$ cat src/rtl/vidpg_pkg.sv
package vidpg_pkg;

    localparam int VID_W    = 5;
    localparam int MV_W     = 12;
    localparam int BASE_MV  = 1100;
    localparam int STEP_MV  = 25;
    localparam int TOP_IDX  = 30;
    localparam int PG_NUM   = 88;
    localparam int PG_DEN   = 100;
    localparam logic [VID_W-1:0] OFF_CODE = '1;

    typedef struct packed {
        logic            off;
        logic [MV_W-1:0] mv;
    } vid_target_t;

    typedef enum logic {
        PG_BAD  = 1'b0,
        PG_GOOD = 1'b1
    } pg_state_e;

    function automatic vid_target_t vid_lookup(input logic [VID_W-1:0] code);
        vid_target_t r;
        int idx;
        idx = TOP_IDX - int'(code);
        if (code == OFF_CODE) begin
            r.off = 1'b1;
            r.mv  = '0;
        end else begin
            r.off = 1'b0;
            r.mv  = MV_W'(BASE_MV + STEP_MV * idx);
        end
        return r;
    endfunction

endpackage

$ cat src/rtl/vid_filter.sv
module vid_filter
    import vidpg_pkg::*;
#(
    parameter int STABLE_CYC = 63
) (
    input  logic             clk,
    input  logic             rst,
    input  logic [VID_W-1:0] code_in,
    output logic [VID_W-1:0] code_acc
);
    localparam int CW = $clog2(STABLE_CYC + 1);

    logic [VID_W-1:0] last_q;
    logic [CW-1:0]    run_q;

    always_ff @(posedge clk) begin
        if (rst) begin
            last_q   <= OFF_CODE;
            run_q    <= '0;
            code_acc <= OFF_CODE;
        end else if (code_in != last_q) begin
            last_q <= code_in;
            run_q  <= '0;
        end else begin
            if (run_q < CW'(STABLE_CYC))
                run_q <= run_q + 1'b1;
            if (run_q == CW'(STABLE_CYC - 1))
                code_acc <= last_q;
        end
    end
endmodule

$ cat src/rtl/vid_decode.sv
module vid_decode
    import vidpg_pkg::*;
(
    input  logic [VID_W-1:0] code,
    output vid_target_t      tgt
);
    always_comb tgt = vid_lookup(code);
endmodule

$ cat src/rtl/pg_threshold.sv
module pg_threshold
    import vidpg_pkg::*;
#(
    parameter int FB_W = 12
) (
    input  logic            clk,
    input  logic            rst,
    input  logic [FB_W-1:0] fb_mv,
    input  logic            fb_valid,
    input  logic [MV_W-1:0] target_mv,
    output logic            below
);
    localparam int FBP = FB_W + 7;
    localparam int TGP = MV_W + 7;
    localparam int PW  = (FBP > TGP) ? FBP : TGP;

    logic [FB_W-1:0] fb_q;
    logic [PW-1:0]   fb_scaled;
    logic [PW-1:0]   tg_scaled;

    always_ff @(posedge clk) begin
        if (rst)
            fb_q <= '0;
        else if (fb_valid)
            fb_q <= fb_mv;
    end

    always_comb begin
        fb_scaled = PW'(fb_q) * PW'(PG_DEN);
        tg_scaled = PW'(target_mv) * PW'(PG_NUM);
        below     = fb_scaled < tg_scaled;
    end
endmodule

$ cat src/rtl/pg_timer.sv
module pg_timer
    import vidpg_pkg::*;
#(
    parameter int DELAY_CYC = 62500
) (
    input  logic clk,
    input  logic rst,
    input  logic active,
    input  logic below,
    output logic pwr_ok
);
    localparam int CW = $clog2(DELAY_CYC + 1);

    pg_state_e     st_q;
    logic [CW-1:0] cnt_q;

    always_ff @(posedge clk) begin
        if (rst || !active) begin
            st_q  <= PG_BAD;
            cnt_q <= '0;
        end else if (!below) begin
            st_q  <= PG_GOOD;
            cnt_q <= '0;
        end else if (st_q == PG_GOOD) begin
            if (cnt_q == CW'(DELAY_CYC - 1)) begin
                st_q  <= PG_BAD;
                cnt_q <= '0;
            end else begin
                cnt_q <= cnt_q + 1'b1;
            end
        end
    end

    assign pwr_ok = (st_q == PG_GOOD);
endmodule

$ cat src/rtl/vid_pgood.sv
module vid_pgood
    import vidpg_pkg::*;
#(
    parameter int STABLE_CYC = 63,
    parameter int DELAY_CYC  = 62500,
    parameter int FB_W       = 12
) (
    input  logic            clk,
    input  logic            rst,
    input  logic [4:0]      vid_code,
    input  logic [FB_W-1:0] fb_mv,
    input  logic            fb_valid,
    input  logic            enable,
    input  logic            fault_off,
    output logic [11:0]     target_mv,
    output logic            out_off,
    output logic            pwr_ok
);
    logic [VID_W-1:0] code_acc;
    vid_target_t      tgt;
    logic             fb_below;
    logic             active;

    vid_filter #(.STABLE_CYC(STABLE_CYC)) u_filt (
        .clk(clk), .rst(rst), .code_in(vid_code), .code_acc(code_acc)
    );

    vid_decode u_dec (.code(code_acc), .tgt(tgt));

    pg_threshold #(.FB_W(FB_W)) u_thr (
        .clk(clk), .rst(rst), .fb_mv(fb_mv), .fb_valid(fb_valid),
        .target_mv(tgt.mv), .below(fb_below)
    );

    assign active = enable && !fault_off && !tgt.off;

    pg_timer #(.DELAY_CYC(DELAY_CYC)) u_tmr (
        .clk(clk), .rst(rst), .active(active), .below(fb_below), .pwr_ok(pwr_ok)
    );

    assign target_mv = tgt.mv;
    assign out_off   = tgt.off;
endmodule

$ cat config.mk
export PLATFORM = sky130hd
export DESIGN_NAME = vid_pgood
export DESIGN_NICKNAME = d
export VERILOG_FILES = /design/src/rtl/vidpg_pkg.sv /design/src/rtl/vid_filter.sv /design/src/rtl/vid_decode.sv /design/src/rtl/pg_threshold.sv /design/src/rtl/pg_timer.sv /design/src/rtl/vid_pgood.sv
export SDC_FILE = /design/constraint.sdc
export NUM_CORES = 1
export LEC_CHECK = 0
export CORE_UTILIZATION = 60
export DETAILED_ROUTE_END_ITERATION = 7
export DONT_BUFFER_PORTS = 1
export PLACE_DENSITY = 0.79
export SLEW_MARGIN = 15
export SYNTH_ARGS = -nofsm -noshare
export SYNTH_HDL_FRONTEND = slang
export SYNTH_SLANG_ARGS = --single-unit
export TNS_END_PERCENT = 30
$ cat constraint.sdc
create_clock -name clk -period 6.9 [get_ports clk]
set_clock_uncertainty 0.05 [all_clocks]
set_input_delay 1.38 -clock clk [delete_from_list [all_inputs] [get_ports clk]]
set_output_delay 1.38 -clock clk [all_outputs]
set_load 0.02 [all_outputs]
=== Word-level counts from Yosys, hierarchy flattened ===
Index checks and enable logic that the tools add are counted.

* Divide/modulo/power cells: 0
* Bitwise logic cells: 2
* Reduce and logical (&&, ||, !) cells: 9
* Multiply operators: 3
* Add/subtract/negate cells: 4
* Mux-type cells: 5
* Equal/unequal tests: 4
* Order comparisons: 2
* Shifts and indexed selects: 0

{| class="wikitable"
|+ Operator list
! kind !! number
|-
| $mul 6x32->12 const A || 1
|-
| $lt 19x19->1 || 1
|-
| $mul 12x5->17 const B || 1
|-
| $add 16x1->16 const B || 1
|-
| $eq 16x16->1 const B || 1
|-
| $mul 12x4->16 const B || 1
|-
| $mux 16 || 1
|-
| $mux 13 || 1
|-
| $add 12x12->12 const A || 1
|-
| $add 6x1->6 const B || 1
|-
| $eq 6x6->1 const B || 1
|-
| $lt 6x6->1 const B || 1
|-
| $sub 5x5->6 const A || 1
|-
| $eq 5x5->1 const B || 1
|-
| $ne 5x5->1 || 1
|-
| $reduce_or 2->1 || 2
|-
| $logic_not 1->1 || 3
|-
| $mux 1 || 3
|-
| $logic_and 1x1->1 || 2
|-
| $not 1->1 || 2
|-
| $reduce_and 2->1 || 1
|-
| $logic_or 1x1->1 || 1
|}

* Memories: 0
* Flip-flop bits (word level): 45
* Output and inout bits: 14
* ROM bits: 0
* Bits of input ports: 22
* Bits in latches: 0
* RAM bits: 0

=== Logic depth before layout (Yosys ltp) ===
Gate-level depths: netlist (run 1).

* Depth after elaboration: 9
* Mapped depth: 33
* Depth with buffers taken out: 32

=== Hierarchy ===
A second synthesis (run 1) with hierarchy kept.

* Cells, all modules: 624
* Area, all modules: 5356.4 um^2

{| class="wikitable"
|+ Modules (own cells, without submodules)
! module !! sequential area each (um^2) !! cells each !! instances !! area an instance (um^2)
|-
| pg_threshold || 240.2 || 354 || 1 || 2966.6
|-
| pg_timer || 340.3 || 108 || 1 || 909.6
|-
| vid_decode || 0.0 || 88 || 1 || 759.5
|-
| vid_filter || 320.3 || 73 || 1 || 708.2
|-
| vid_pgood || 0.0 || 1 || 1 || 12.5
|}

=== Least setup slack after synthesis (run 1) ===
No wires, ideal clock.

* Kind: reg2reg
* Start: register u_filt.code_acc[0]
* End: register u_tmr.cnt_q[10]
* Slack: -505 ps
* Cell stages (with the launch flop): 32
* Clock period less this slack: 7405 ps
* Buffers on the path: 1
* Data arrival time: 7277 ps
* Path through: dfxtp_1 > ha_1 > xor2_1 > inv_1 > ha_1 > fa_1 > ha_1 > inv_1 > fa_1 > inv_1 > ha_1 > and3b_1 > o21a_1 > o21a_1 > or3_1 > and3_1 > ha_1 > inv_1 > fa_1 > inv_1 > ha_1 > and2_1 > o21a_1 > a31o_2 > o41ai_1 > ha_1 > nand4_1 > a31oi_1 > a211oi_1 > nand3_1 > clkbuf_1 > nor3_1

* Cells in the longest elaborated chain, start to end: 8
* Elaborated cells on any way between the ends: 13
* Classes of those cells: 2 x add/sub; 2 x mul; 1 x order compare; 1 x eq/ne; 1 x mux; 1 x bitwise; 5 x reduce/logical

{| class="wikitable"
|+ RTL lines
! what !! RTL line !! text
|-
| from (decl) || vid_filter.sv:9 || <nowiki>output logic [VID_W-1:0] code_acc</nowiki>
|-
| from (signal assigned) || vid_filter.sv:28 || <nowiki>code_acc <= last_q;</nowiki>
|-
| $sub 5x5->6 || vidpg_pkg.sv:25 || <nowiki>idx = TOP_IDX - int'(code);</nowiki>
|-
| $mul 6x32->12 || vidpg_pkg.sv:31 || <nowiki>r.mv = MV_W'(BASE_MV + STEP_MV * idx);</nowiki>
|-
| $add 12x12->12 || vidpg_pkg.sv:31 ||
|-
| $mux 13 * || vidpg_pkg.sv:26 || <nowiki>if (code == OFF_CODE) begin</nowiki>
|-
| via target_mv[9] || vid_pgood.sv:15 || <nowiki>output logic [11:0] target_mv,</nowiki>
|-
| $mul 12x4->16 * || pg_threshold.sv:30 || <nowiki>tg_scaled = PW'(target_mv) * PW'(PG_NUM);</nowiki>
|-
| $lt 19x19->1 * || pg_threshold.sv:31 || <nowiki>below = fb_scaled < tg_scaled;</nowiki>
|-
| $not 1->1 (no source line) * || - ||
|-
| $reduce_or 2->1 (no source line) * || - ||
|-
| to (signal assigned) || pg_timer.sv:29 || <nowiki>cnt_q <= cnt_q + 1'b1;</nowiki>
|-
| to (decl) || pg_timer.sv:15 || <nowiki>logic [CW-1:0] cnt_q;</nowiki>
|}

Mark *: on every way through the listed nets, which the timed path passes. The rest lies on a longest branch.
A chain may end at the register's enable or synchronous reset.

=== Final worst setup path (run 1) ===
* Start: register u_filt.code_acc[0]
* End: register u_tmr.cnt_q[4]

* Cells in the longest elaborated chain, start to end: 8
* Elaborated cells on any way between the ends: 13
* Classes of those cells: 2 x add/sub; 2 x mul; 1 x order compare; 1 x eq/ne; 1 x mux; 1 x bitwise; 5 x reduce/logical

{| class="wikitable"
|+ RTL lines
! what !! RTL line
|-
| $sub 5x5->6 || vidpg_pkg.sv:25
|-
| $mul 6x32->12 || vidpg_pkg.sv:31
|-
| $add 12x12->12 || vidpg_pkg.sv:31
|-
| $mux 13 * || vidpg_pkg.sv:26
|-
| $mul 12x4->16 || pg_threshold.sv:30
|-
| $lt 19x19->1 || pg_threshold.sv:31
|-
| $not 1->1 (no source line) || -
|-
| $reduce_or 2->1 (no source line) * || -
|}

Mark *: on every way between the ends. The rest lies on a longest branch, timed or not.

==> metrics.log, run 1 <==
INFO  metric leakage_power = a little under 3 nW
INFO  metric ioPinCount = 36
INFO  metric reg2reg_depth = 31
INFO  metric insertion_delay = 0.30 ns
INFO  metric crit_path_max_fo = 4
INFO  metric global_route_wire_length_before_repair = 20,500 microns
INFO  metric power.net_switching = approximately 200 uW
INFO  metric max-clock-path-buffers = 2
INFO  metric total_clock_buffers_created_by_cts = 5
INFO  metric synthArstFlopShare = 0%
INFO  metric timing.hold.worst_path_depth = 2
INFO  metric yosysWarningCount = 0
INFO  metric sw_frac_of_total = approximately a third
INFO  metric irDropWorstVdd = roughly 0.096 mV
INFO  metric critPathLaunchType = flop
INFO  metric run_status = finished with violations
INFO  metric cellInternalPower = ~430 uW
INFO  metric ys_ff_latch = between 40 and 50
INFO  metric max_clock_freq = ~0.14 GHz
INFO  metric syn-instance-count = 653
INFO  metric start_util = between 60% and 70%
INFO  metric timing_hold_violations_final = 0
INFO  metric hold_class = reg -> reg
INFO  metric area_growth = 14.0%
INFO  metric synth-main-ff-cell = dfxtp_1
INFO  metric multiInputGateArea = around 4300 sq um
INFO  metric grt_use_total = about 26%
INFO  metric final_cell_count_no_fill = 786
INFO  metric die_w = about 97 microns
INFO  metric drt_first_pass_iters = 5
INFO  metric regArea = roughly 900 sq um
INFO  metric fin_crit = 6.94 ns
INFO  metric power.total = approximately 630 uW
INFO  metric diodes = 0
INFO  metric placedInstanceArea = 5670 sq um
INFO  metric power_density = around 100 nW/um^2
INFO  metric clkPwrFrac = 27.2%
INFO  metric layout.filler_cells = around 690
INFO  metric synthDistinctLibCells = 55
INFO  metric global_route.overflow_total = 0
INFO  metric timing.critical_path.slowest_cell_delay = around 0.56 ns
INFO  metric worstSetupPathType = reg -> reg
INFO  metric portBuffers = 0
INFO  metric post-route-util = around 70%
INFO  metric violations_in_the_final_reports = setup timing
INFO  metric grt_start_max_net_pins = 25
INFO  metric setup_slack = -0.0367 ns
INFO  metric wirelength = around 12,000 microns
INFO  metric maxCapViolations = 0
INFO  metric core = 8680 sq um
INFO  metric share_comb_of_total_power = 29.6%
INFO  metric first_global_vias = between 4,000 and 5,000
INFO  metric place.detailed.instances = 770
INFO  metric cp-end-kind = flop
INFO  metric finalSetupViolations = 2
INFO  metric placement_rows = 34
INFO  metric worst_slew_margin_rel = between 20% and 30%
INFO  metric startpoint_of_the_tightest_hold_check_path = u_filt.last_q[1]
INFO  metric tritoncts_clock_tree = yes
INFO  metric timing.final.crit_share = 101%
INFO  metric r2r-end = u_tmr.cnt_q[4]
INFO  metric wl_per_cell = between 15 and 20 microns
INFO  metric h-tree-depth = 2
INFO  metric drv_slew = 0
INFO  metric synthesized_area_per_cell = 8.22 sq um
INFO  metric antenna_found_initial = 0
INFO  metric whs_endpoint = u_filt.code_acc[1]
INFO  metric drive_above_1_share = about 15%
INFO  metric drt_drc_violations_left = 0
INFO  metric clkSinkCount = between 40 and 50
INFO  metric die_height = a little under 100 microns
INFO  metric cts_root_buf = clkbuf_8
INFO  metric stdcell_area = ~6100 sq um
INFO  metric synth_enable_flop_cells = 0
INFO  metric p_seq_share = between 40% and 50%
INFO  metric worst_r2r_startpoint = u_filt.code_acc[0]
INFO  metric final.hold.worst_slack = between 0.4 and 0.5 ns
INFO  metric place.gp.congestion = 0.903
INFO  metric drt-initial-drc-count = slightly below 200
INFO  metric transition_time_of_the_tightest_slew_check_pin = 1.17 ns
INFO  metric unrepaired_setup_endpoints_after_global_routing = true
INFO  metric avgViaCountPerCell = ~6.0
INFO  metric postRouteAntennaNets = 0
INFO  metric postSynthNetCount = around 800
INFO  metric floorplan.die_area = a little over 9000 sq um
INFO  metric crit_arrival = ~7 ns
INFO  metric path_clk_slew = approximately 0.09 ns
INFO  metric critical-path-top-cell-by-count = ha_4
INFO  metric synthesis.area = between 5000 and 6000 sq um
INFO  metric detailed_place_hpwl = roughly 9500 microns
INFO  metric critPathBufInv = 6
INFO  metric detailed_route_via_count = 4,721
INFO  metric reg2reg_slack = -0.04 ns
INFO  metric final_net_count = 828
INFO  metric critPathTopFamily = adder cells
INFO  metric critPathSlowestCell = fa_2
INFO  metric synth_sequential_area_ratio = ~17%
INFO  metric critPathRequiredTime = 7.05 ns
[stage by stage]
stage,worst slack [ns],TNS [ns]
after detailed placement,-0.250,-2.73
final,-0.0367,-0.0442
after global routing,-0.354,-3.73
after global placement,0.00511,0
after CTS,0.0125,0
after floorplan,0.00188,0
[worst min-delay path: stages (launching register included)]
cell	delay (ns)
dfxtp_1	0.35
mux2i_1	0.08
nand2_1	0.06
[final cells by class]
class,count,share of cell area [%]
clock buffers,6,1.35
well taps,108,2.21
inverters,104,6.38
multi-input cells,489,71.0
flip-flops and latches,45,14.8
repair buffers,32,4.00
clock inverters,2,0.225
[Yosys cell counts, types with 5 or more instances]
master | count | area share, %
o21a_1 | 5 | 0.70
nor3_1 | 32 | 3.0
mux2i_1 | 18 | 3.4
nand3_1 | 25 | 2.3
or2_2 | 8 | 0.93
fa_1 | 20 | 7.5
a211oi_1 | 7 | 0.98
dfxtp_1 | 45 | 17
a31oi_1 | 9 | 1.0
and3_1 | 5 | 0.58
and2_1 | 9 | 1.0
nand4_1 | 10 | 1.2
nand2_1 | 36 | 2.5
a21o_1 | 8 | 1.1
clkbuf_1 | 11 | 0.77
nor4_1 | 8 | 0.93
a21oi_1 | 28 | 2.6
o22ai_1 | 6 | 0.70
xnor2_1 | 22 | 3.6
o211ai_1 | 7 | 0.98
o21ai_0 | 14 | 1.3
inv_1 | 104 | 7.3
nor2b_1 | 7 | 0.82
nor2_1 | 36 | 2.5
or3_1 | 6 | 0.70
ha_1 | 109 | 25
xor2_1 | 16 | 2.6
[power by group through the flow]
stage	Combinational (mW)	Sequential (mW)	Clock, mW
after global routing	0.210	0.273	0.185
final	0.186	0.272	0.172
after detailed placement	0.161	0.278	0
after global placement	0.154	0.278	0
after CTS	0.178	0.272	0.173
after floorplan	0.134	0.275	0
[worst max-delay path by stage]
stage                       start         endpoint  slack, ns  cells past startpoint
5_1_grt        u_filt.code_acc[0]   u_tmr.cnt_q[4]      -0.35                     31
2_1_floorplan  u_filt.code_acc[0]  u_tmr.cnt_q[10]      0.002                     31
6_report       u_filt.code_acc[0]   u_tmr.cnt_q[4]      -0.04                     31
3_3_place_gp   u_filt.code_acc[1]   u_tmr.cnt_q[2]      0.005                     31
4_1_cts        u_filt.code_acc[1]  u_tmr.cnt_q[15]       0.01                     31
3_5_place_dp   u_filt.code_acc[1]   u_tmr.cnt_q[2]      -0.25                     31
[cells by family after synthesis]
family | count (synthesis) | synth area share, %
adder cells (fa/ha/maj) | 129 | 32.9
multiplexers | 19 | 3.56
flip-flops | 45 | 16.8
AO/OA/AOI/OAI | 106 | 13.4
AND/OR/NAND/NOR | 197 | 18.8
buffers and inverters | 119 | 8.43
XOR/XNOR | 38 | 6.20
[flip-flops by register name (all words and copies together), names as in the netlist]
name and flops:
u_tmr.pwr_ok 1, u_filt.last_q 5, u_filt.code_acc 5, u_thr.fb_q 12, u_filt.run_q 6, u_tmr.cnt_q 16
[layout by cell type (no fill, tap or decap), drive strengths merged, types with 8 or more instances in the layout]
master    n
a21o      8
a21oi    28
a31oi     9
and2      9
buf      32
dfxtp    45
fa       20
ha      109
inv     104
mux2i    18
nand2    36
nand3    25
nand4    10
nor2     36
nor3     33
nor4      8
o21ai    15
or2       8
xnor2    22
xor2     16
[timing repair]
item                                    4_1_cts  5_1_grt
hold buffers                                  0        0
endpoints found under the setup margin       17       17
gates cloned                                  2        0
buffers inserted                              1        5
pin swaps                                    10       20
gates resized for setup                      10       41
[per-layer routing]
metal  GRT usage (%)  wire [microns]
met5               0               0
met1            31.5            5200
met3            5.64             799
met4            6.66             294
met2            45.9            6150
Note: power is estimated with default switching activity, not from simulation.
==> run 2: changes to the inputs <==
Settings changed: CORE_UTILIZATION 60 to 55, CTS_CLUSTER_SIZE set to 24, PLACE_DENSITY 0.79 to 0.73.
==> run 2 against run 1 <==
Compared with the run above:
- critical endpoint is now u_tmr.pwr_ok
- the run still ends with setup timing left
- flip-flop and latch count did not move
- global-route usage fell by 2.5 points
- critical path type unchanged
- power up 4.3%
==> metrics.log, run 2 (synthesis results as in run 1) <==
INFO  metric top_regs = u_tmr.cnt_q: 16 flops, u_thr.fb_q: 12 flops, u_filt.run_q: 6 flops
INFO  metric cp-end-kind = flop
INFO  metric place.gp.congestion = 0.842 (-6.8%)
INFO  metric largest_register = u_tmr.cnt_q
INFO  metric diodes = 0 (unchanged)
INFO  metric grt_use_total = 23.4% (-2.5 points)
INFO  metric transition_time_of_the_tightest_slew_check_pin = 1.12 ns (-0.0507 ns)
INFO  metric r2r-end = u_tmr.pwr_ok
INFO  metric power_density = 109 nW/um^2 (+5.9%)
INFO  metric whs_endpoint = u_filt.code_acc[3]
INFO  metric cts_root_buf = clkbuf_8
INFO  metric worst_r2r_startpoint = u_filt.code_acc[0]
INFO  metric core = 9330 sq um (+7.5%)
INFO  metric drt_drc_violations_left = 0 (unchanged)
INFO  metric irDropWorstVdd = 0.0886 mV (-7.8%)
INFO  metric final.hold.worst_slack = 0.468 ns (-0.00448 ns)
INFO  metric drt_first_pass_iters = 4 (-1)
INFO  metric timing.final.crit_share = 101% (about the same)
INFO  metric start_util = 57.6% (-4.3 points)
INFO  metric critPathRequiredTime = 7.05 ns (about the same)
INFO  metric detailed_route_via_count = 4,598 (-2.6%)
INFO  metric detailed_place_hpwl = 8930 microns (-5.6%)
INFO  metric fin_crit = 6.94 ns (-0.00151 ns)
INFO  metric timing.hold.worst_path_depth = 2 (unchanged)
INFO  metric total_clock_buffers_created_by_cts = 5 (unchanged)
INFO  metric tritoncts_clock_tree = yes
INFO  metric max_ffs_per_register = 16 (unchanged)
INFO  metric drive_above_1_share = 12.6% (-2.9 points)
INFO  metric drt-initial-drc-count = 151 (-23%)
INFO  metric violations_in_the_final_reports = setup timing
INFO  metric max-clock-path-buffers = 2 (unchanged)
INFO  metric setup_slack = -0.0352 ns (+0.00151 ns)
INFO  metric critPathLaunch = u_filt.code_acc[0]
INFO  metric postRouteAntennaNets = 0 (unchanged)
INFO  metric place_ws = -0.254 ns (-0.00394 ns)
INFO  metric maxCapViolations = 0 (unchanged)
INFO  metric first_global_vias = 4,423 (-3.3%)
INFO  metric critical-path-top-cell-by-count = ha_4
INFO  metric path_clk_slew = 0.09 ns (about the same)
INFO  metric global_route_wire_length_before_repair = 19,500 microns (-5.1%)
INFO  metric leakage_power = 2.89 nW (-0.71%)
INFO  metric reg2reg_depth = 31 (unchanged)
INFO  metric timing_hold_violations_final = 0 (unchanged)
INFO  metric wl_per_cell = 14.2 microns (-10%)
INFO  metric worst_slew_margin_rel = 25.3% (+3.4 points)
INFO  metric avgViaCountPerCell = 5.73 (-4.5%)
INFO  metric drv_slew = 0 (unchanged)
INFO  metric ioPinCount = 36 (unchanged)
INFO  metric crit_path_max_fo = 5 (+1)
INFO  metric grt_start_max_net_pins = 25 (unchanged)
INFO  metric global_route.overflow_total = 0 (unchanged)
INFO  metric startpoint_of_the_tightest_hold_check_path = u_filt.last_q[3]
INFO  metric crit_arrival = 7.09 ns (about the same)
INFO  metric portBuffers = 0 (unchanged)
INFO  metric die_height = 101 microns (+4.4%)
INFO  metric h-tree-depth = 2 (unchanged)
INFO  metric mostFrequentLayoutCell = ha_1
INFO  metric reg2reg_slack = -0.04 ns (about the same)
INFO  metric final_net_count = 823 (-0.60%)
INFO  metric critPathSlowestCell = fa_2
INFO  metric unrepaired_setup_endpoints_after_global_routing = true
INFO  metric insertion_delay = 0.31 ns (about the same)
INFO  metric clkSinkCount = 45 (unchanged)
INFO  metric layout.filler_cells = 803 (+17%)
INFO  metric max_clock_freq = 0.144 GHz (about the same)
INFO  metric placement_rows = 35 (+2.9%)
INFO  metric die_w = 101 microns (+4.4%)
INFO  metric wirelength = 11,400 microns (-8.3%)
INFO  metric finalSetupViolations = 2 (unchanged)
INFO  metric floorplan.die_area = 10,200 sq um (+8.9%)
INFO  metric antenna_found_initial = 0 (unchanged)
INFO  metric worstSetupPathType = reg -> reg
INFO  metric run_status = finished with violations
INFO  metric area_growth = 12.3%
INFO  metric final_cell_mix = ha_1, inv_1, dfxtp_1, nand2_1, nor2_1
INFO  metric holdBufCountCts = 0 (unchanged)
INFO  metric critPathLaunchType = flop
INFO  metric hold_class = reg -> reg
INFO  metric timing.critical_path.slowest_cell_delay = 0.57 ns (about the same)
run 2: cell count changes in the layout (fill, tap and decap cells not counted), moves of 3 or more:
| cell | delta |
|---|---|
| nor3_2 | -8 |
| ha_1 | +4 |
| ha_4 | -3 |
| buf_4 | -5 |
| nor3_1 | +8 |
run 2: timing repair:
item | in CTS | in global routing
hold endpoints to repair | 0 | 0
setup buffers | 1 | 4
endpoints found under the setup margin | 17 | 17
gates cloned | 2 | 0
pin swaps | 8 | 21
resized for setup | 12 | 27
run 2: routing by layer:
metal  up-vias  track usage (%)  share of wire (%)
li1       2318                -                  -
met1      2173             29.0                 45
met5         -                0                  0
met4         0             7.02                1.8
met3        16             3.40                3.6
met2        91             41.9                 50
run 2: worst max path at each step:
stage,depth (start not counted),endpoint
detailed placement,31,u_tmr.cnt_q[2]
floorplan,31,u_tmr.cnt_q[10]
global route,31,u_tmr.cnt_q[6]
global placement,31,u_tmr.cnt_q[2]
CTS,31,u_tmr.cnt_q[2]
finish,31,u_tmr.pwr_ok
run 2: stage by stage:
stage | area, sq um | power, mW | TNS, ns | std cells | util [%]
finish | 6030 | 0.656 | -0.0422 | 802 | 64.7
floorplan | 5430 | 0.409 | 0 | 653 | -
global route | 6030 | 0.698 | -5.08 | 802 | 64.7
CTS | 5870 | 0.657 | 0 | 798 | 62.9
global placement | 5670 | 0.430 | 0 | 787 | 60.8
detailed placement | 5670 | 0.437 | -2.33 | 787 | 60.8
run 2: where the power goes:
part / internal [mW] / switching (mW)
clock: 0.109 / 0.0971
combinational: 0.0789 / 0.100
sequential: 0.265 / 0.00634
total: 0.453 / 0.204
run 2: cell type report:
class,count,area (sq um),area share (%)
Sequential cell,45,908,15.1
Timing Repair Buffer,27,208,3.44
Multi-Input combinational cell,489,4250,70.5
Inverter,104,390,6.47
Clock buffer,6,72.6,1.20
Tap cell,129,161,2.68
Clock inverter,2,38.8,0.643
run 2: worst max-delay path, delay by kind of cell, from the launching register on:
family / cells / cell delay (ns)
simple gates: 6 / 1.16
compound gates: 8 / 1.59
buf+inv: 6 / 0.41
xor+xnor: 1 / 0.16
fa+ha+maj: 10 / 3.10
flops: 1 / 0.37
==> run 3: changes to the inputs <==
Settings changed: CTS_BUF_LIST set to sky130_fd_sc_hd__clkbuf_4 sky130_fd_sc_hd__clkbuf_8.
==> run 3 against run 2 <==
Compared with the run above:
- core utilization hardly changed
- highest routed layer unchanged
- count of clock-buffer cells in the layout did not move
- worst setup slack gained 0.0057 ns
- largest cell class unchanged
- critical path type unchanged
- the flow still finishes with violations (setup timing)
- sequential power hardly changed
- combinational power about the same
==> metrics.log, run 3 (synthesis results as in run 1) <==
INFO  metric diodes = 0 (unchanged)
INFO  metric drv_slew = 0 (unchanged)
INFO  metric portBuffers = 0 (unchanged)
INFO  metric layout.filler_cells = 803 (unchanged)
INFO  metric run_status = finished with violations
INFO  metric cellInternalPower = 457 uW (+0.87%)
INFO  metric top_regs = u_tmr.cnt_q: 16 flops, u_thr.fb_q: 12 flops, u_filt.run_q: 6 flops
INFO  metric place.gp.congestion = 0.842 (unchanged)
INFO  metric transition_time_of_the_tightest_slew_check_pin = 1.10 ns (-0.0122 ns)
INFO  metric avgViaCountPerCell = 5.74 (+0.17%)
INFO  metric area_growth = 12.4% (about the same)
INFO  metric grt_start_max_net_pins = 25 (unchanged)
INFO  metric place.detailed.instances = 787 (unchanged)
INFO  metric detailroute.wirelength.met2 = 5630 microns (-0.53%)
INFO  metric sw_frac_of_total = 30.7% (-0.28 points)
INFO  metric core = 9330 sq um (unchanged)
INFO  metric timing.final.crit_share = 100% (about the same)
INFO  metric clkSinkCount = 45 (unchanged)
INFO  metric clkPwrFrac = 31.7% (+0.3 points)
INFO  metric critPathSlowestCell = fa_2
INFO  metric total_clock_buffers_created_by_cts = 5 (unchanged)
INFO  metric met3_wirelength = 409 microns (-1.4%)
INFO  metric maxUsedRoutingLayer = met4
INFO  metric tritoncts_clock_tree = yes
INFO  metric max_clock_freq = 0.144 GHz (about the same)
INFO  metric finalSetupViolations = 2 (unchanged)
INFO  metric wirelength = 11,400 microns (-0.15%)
INFO  metric global_route_wire_length_before_repair = 19,500 microns (about the same)
INFO  metric drive_above_1_share = 12.8% (+0.15 points)
INFO  metric postRouteAntennaNets = 0 (unchanged)
INFO  metric final_cell_count_no_fill = 802 (unchanged)
INFO  metric insertion_delay = 0.31 ns (about the same)
INFO  metric p_seq_share = 41.1% (-0.2 points)
INFO  metric violations_in_the_final_reports = setup timing
INFO  metric critPathLaunchType = flop
INFO  metric power_density = 109 nW/um^2 (+0.39%)
INFO  metric ioPinCount = 36 (unchanged)
INFO  metric regArea = 908 sq um (unchanged)
INFO  metric fin_crit = 6.93 ns (-0.00566 ns)
INFO  metric multiInputGateArea = 4250 sq um (unchanged)
INFO  metric cp-end-kind = flop
INFO  metric final_cell_mix = ha_1, inv_1, dfxtp_1, nand2_1, nor2_1
INFO  metric floorplan.die_area = 10,200 sq um (unchanged)
INFO  metric hold_class = reg -> reg
INFO  metric detailed_route_via_count = 4,606 (+0.17%)
INFO  metric timing_hold_violations_final = 0 (unchanged)
INFO  metric h-tree-depth = 2 (unchanged)
INFO  metric maxCapViolations = 0 (unchanged)
INFO  metric placement_rows = 35 (unchanged)
INFO  metric max_ffs_per_register = 16 (unchanged)
INFO  metric path_clk_slew = 0.09 ns (about the same)
INFO  metric drt-initial-drc-count = 145 (-4.0%)
INFO  metric critical-path-top-cell-by-count = ha_4
INFO  metric detailed_place_hpwl = 8930 microns (unchanged)
INFO  metric grt_use_total = 23.4% (about the same)
INFO  metric leakage_power = 2.89 nW (+0.12%)
INFO  metric power.net_switching = 203 uW (-0.46%)
INFO  metric cts_root_buf = clkbuf_8
INFO  metric worst_slew_margin_rel = 26.1% (+0.82 points)
INFO  metric crit_arrival = 7.08 ns (about the same)
INFO  metric unrepaired_setup_endpoints_after_global_routing = true
INFO  metric irDropWorstVdd = 0.0886 mV (about the same)
INFO  metric crit_path_max_fo = 5 (unchanged)
INFO  metric die_w = 101 microns (unchanged)
INFO  metric die_height = 101 microns (unchanged)
INFO  metric antenna_found_initial = 0 (unchanged)
INFO  metric m1WireLength = 5140 microns (+0.20%)
INFO  metric drt_first_pass_iters = 5 (+1)
INFO  metric start_util = 57.6% (unchanged)
INFO  metric final_net_count = 823 (unchanged)
INFO  metric setup_slack = -0.0295 ns (+0.00566 ns)
INFO  metric max-clock-path-buffers = 2 (unchanged)
INFO  metric drt_drc_violations_left = 0 (unchanged)
INFO  metric largest_register = u_tmr.cnt_q
INFO  metric worstSetupPathType = reg -> reg
INFO  metric holdBufCountCts = 0 (unchanged)
INFO  metric share_comb_of_total_power = 27.1% (-0.2 points)
INFO  metric post-route-util = 64.7% (about the same)
INFO  metric global_route.overflow_total = 0 (unchanged)
INFO  metric timing.critical_path.slowest_cell_delay = 0.57 ns (about the same)
INFO  metric wl_per_cell = 14.2 microns (-0.15%)
INFO  metric first_global_vias = 4,424 (+0.023%)
INFO  metric mostFrequentLayoutCell = ha_1
INFO  metric critPathRequiredTime = 7.05 ns (about the same)
INFO  metric final.hold.worst_slack = 0.469 ns (+0.000611 ns)
## run 3: changes by cell type in the layout (fill, tap and decap cells not counted)
cell,previous run,this run
clkbuf_4,0,1
clkbuf_1,1,0
## run 3: power by group through the flow
stage	registers, mW	clock network [mW]	logic [mW]
after floorplan	0.275	0	0.134
after global placement	0.277	0	0.153
after detailed placement	0.277	0	0.159
after CTS	0.271	0.214	0.176
after global routing	0.272	0.225	0.206
final	0.271	0.209	0.179
## run 3: worst paths after layout
check,startpoint,endpoint,slack [ns],depth (start not counted)
setup / recovery,u_filt.code_acc[0],u_tmr.pwr_ok,-0.03,31
hold / removal,u_filt.last_q[3],u_filt.code_acc[3],0.47,2
setup reg to reg,u_filt.code_acc[0],u_tmr.pwr_ok,-0.03,31
hold reg to reg,u_filt.last_q[3],u_filt.code_acc[3],0.47,2
## run 3: what timing repair did
| item | in CTS | in global routing |
|---|---|---|
| endpoints found under the hold margin | 0 | 0 |
| buffers inserted | 1 | 4 |
| cloned | 2 | 0 |
| setup endpoints to repair | 17 | 17 |
| pin swaps | 8 | 21 |
| gates resized for setup | 12 | 27 |
## run 3: per-layer routing
layer / track usage [%] / vias up
met4: 7.02 / 0
met2: 41.9 / 88
met5: 0 / -
met1: 29.0 / 2178
li1: - / 2321
met3: 3.40 / 19
## run 3: area by class of cell
class,instances,area share (%)
Inverter,104,6.47
Timing Repair Buffer,27,3.44
Clock buffer,6,1.26
Multi-Input combinational cell,489,70.5
Clock inverter,2,0.643
Sequential cell,45,15.1
Tap cell,129,2.67
## run 3: critical path: cells and delay by family (launching register included)
kind / cells / cell delay, ns
adders and majority gates: 10 / 3.10
DFF: 1 / 0.37
xor gates and xnor gates: 1 / 0.16
and+or+nand+nor: 6 / 1.15
buffers and inverters: 6 / 0.41
AOI/OAI and AO/OA: 8 / 1.60
## run 3: per-stage QoR
| stage | area, sq um | setup slack, ns | TNS (ns) | total power [mW] |
|---|---|---|---|---|
| after floorplan | 5430 | 0.00188 | 0 | 0.409 |
| after global placement | 5670 | 0.0405 | 0 | 0.430 |
| after detailed placement | 5670 | -0.254 | -2.33 | 0.437 |
| after CTS | 5870 | 0.000324 | 0 | 0.661 |
| after global routing | 6030 | -0.330 | -5.06 | 0.703 |
| final | 6030 | -0.0295 | -0.0318 | 0.659 |
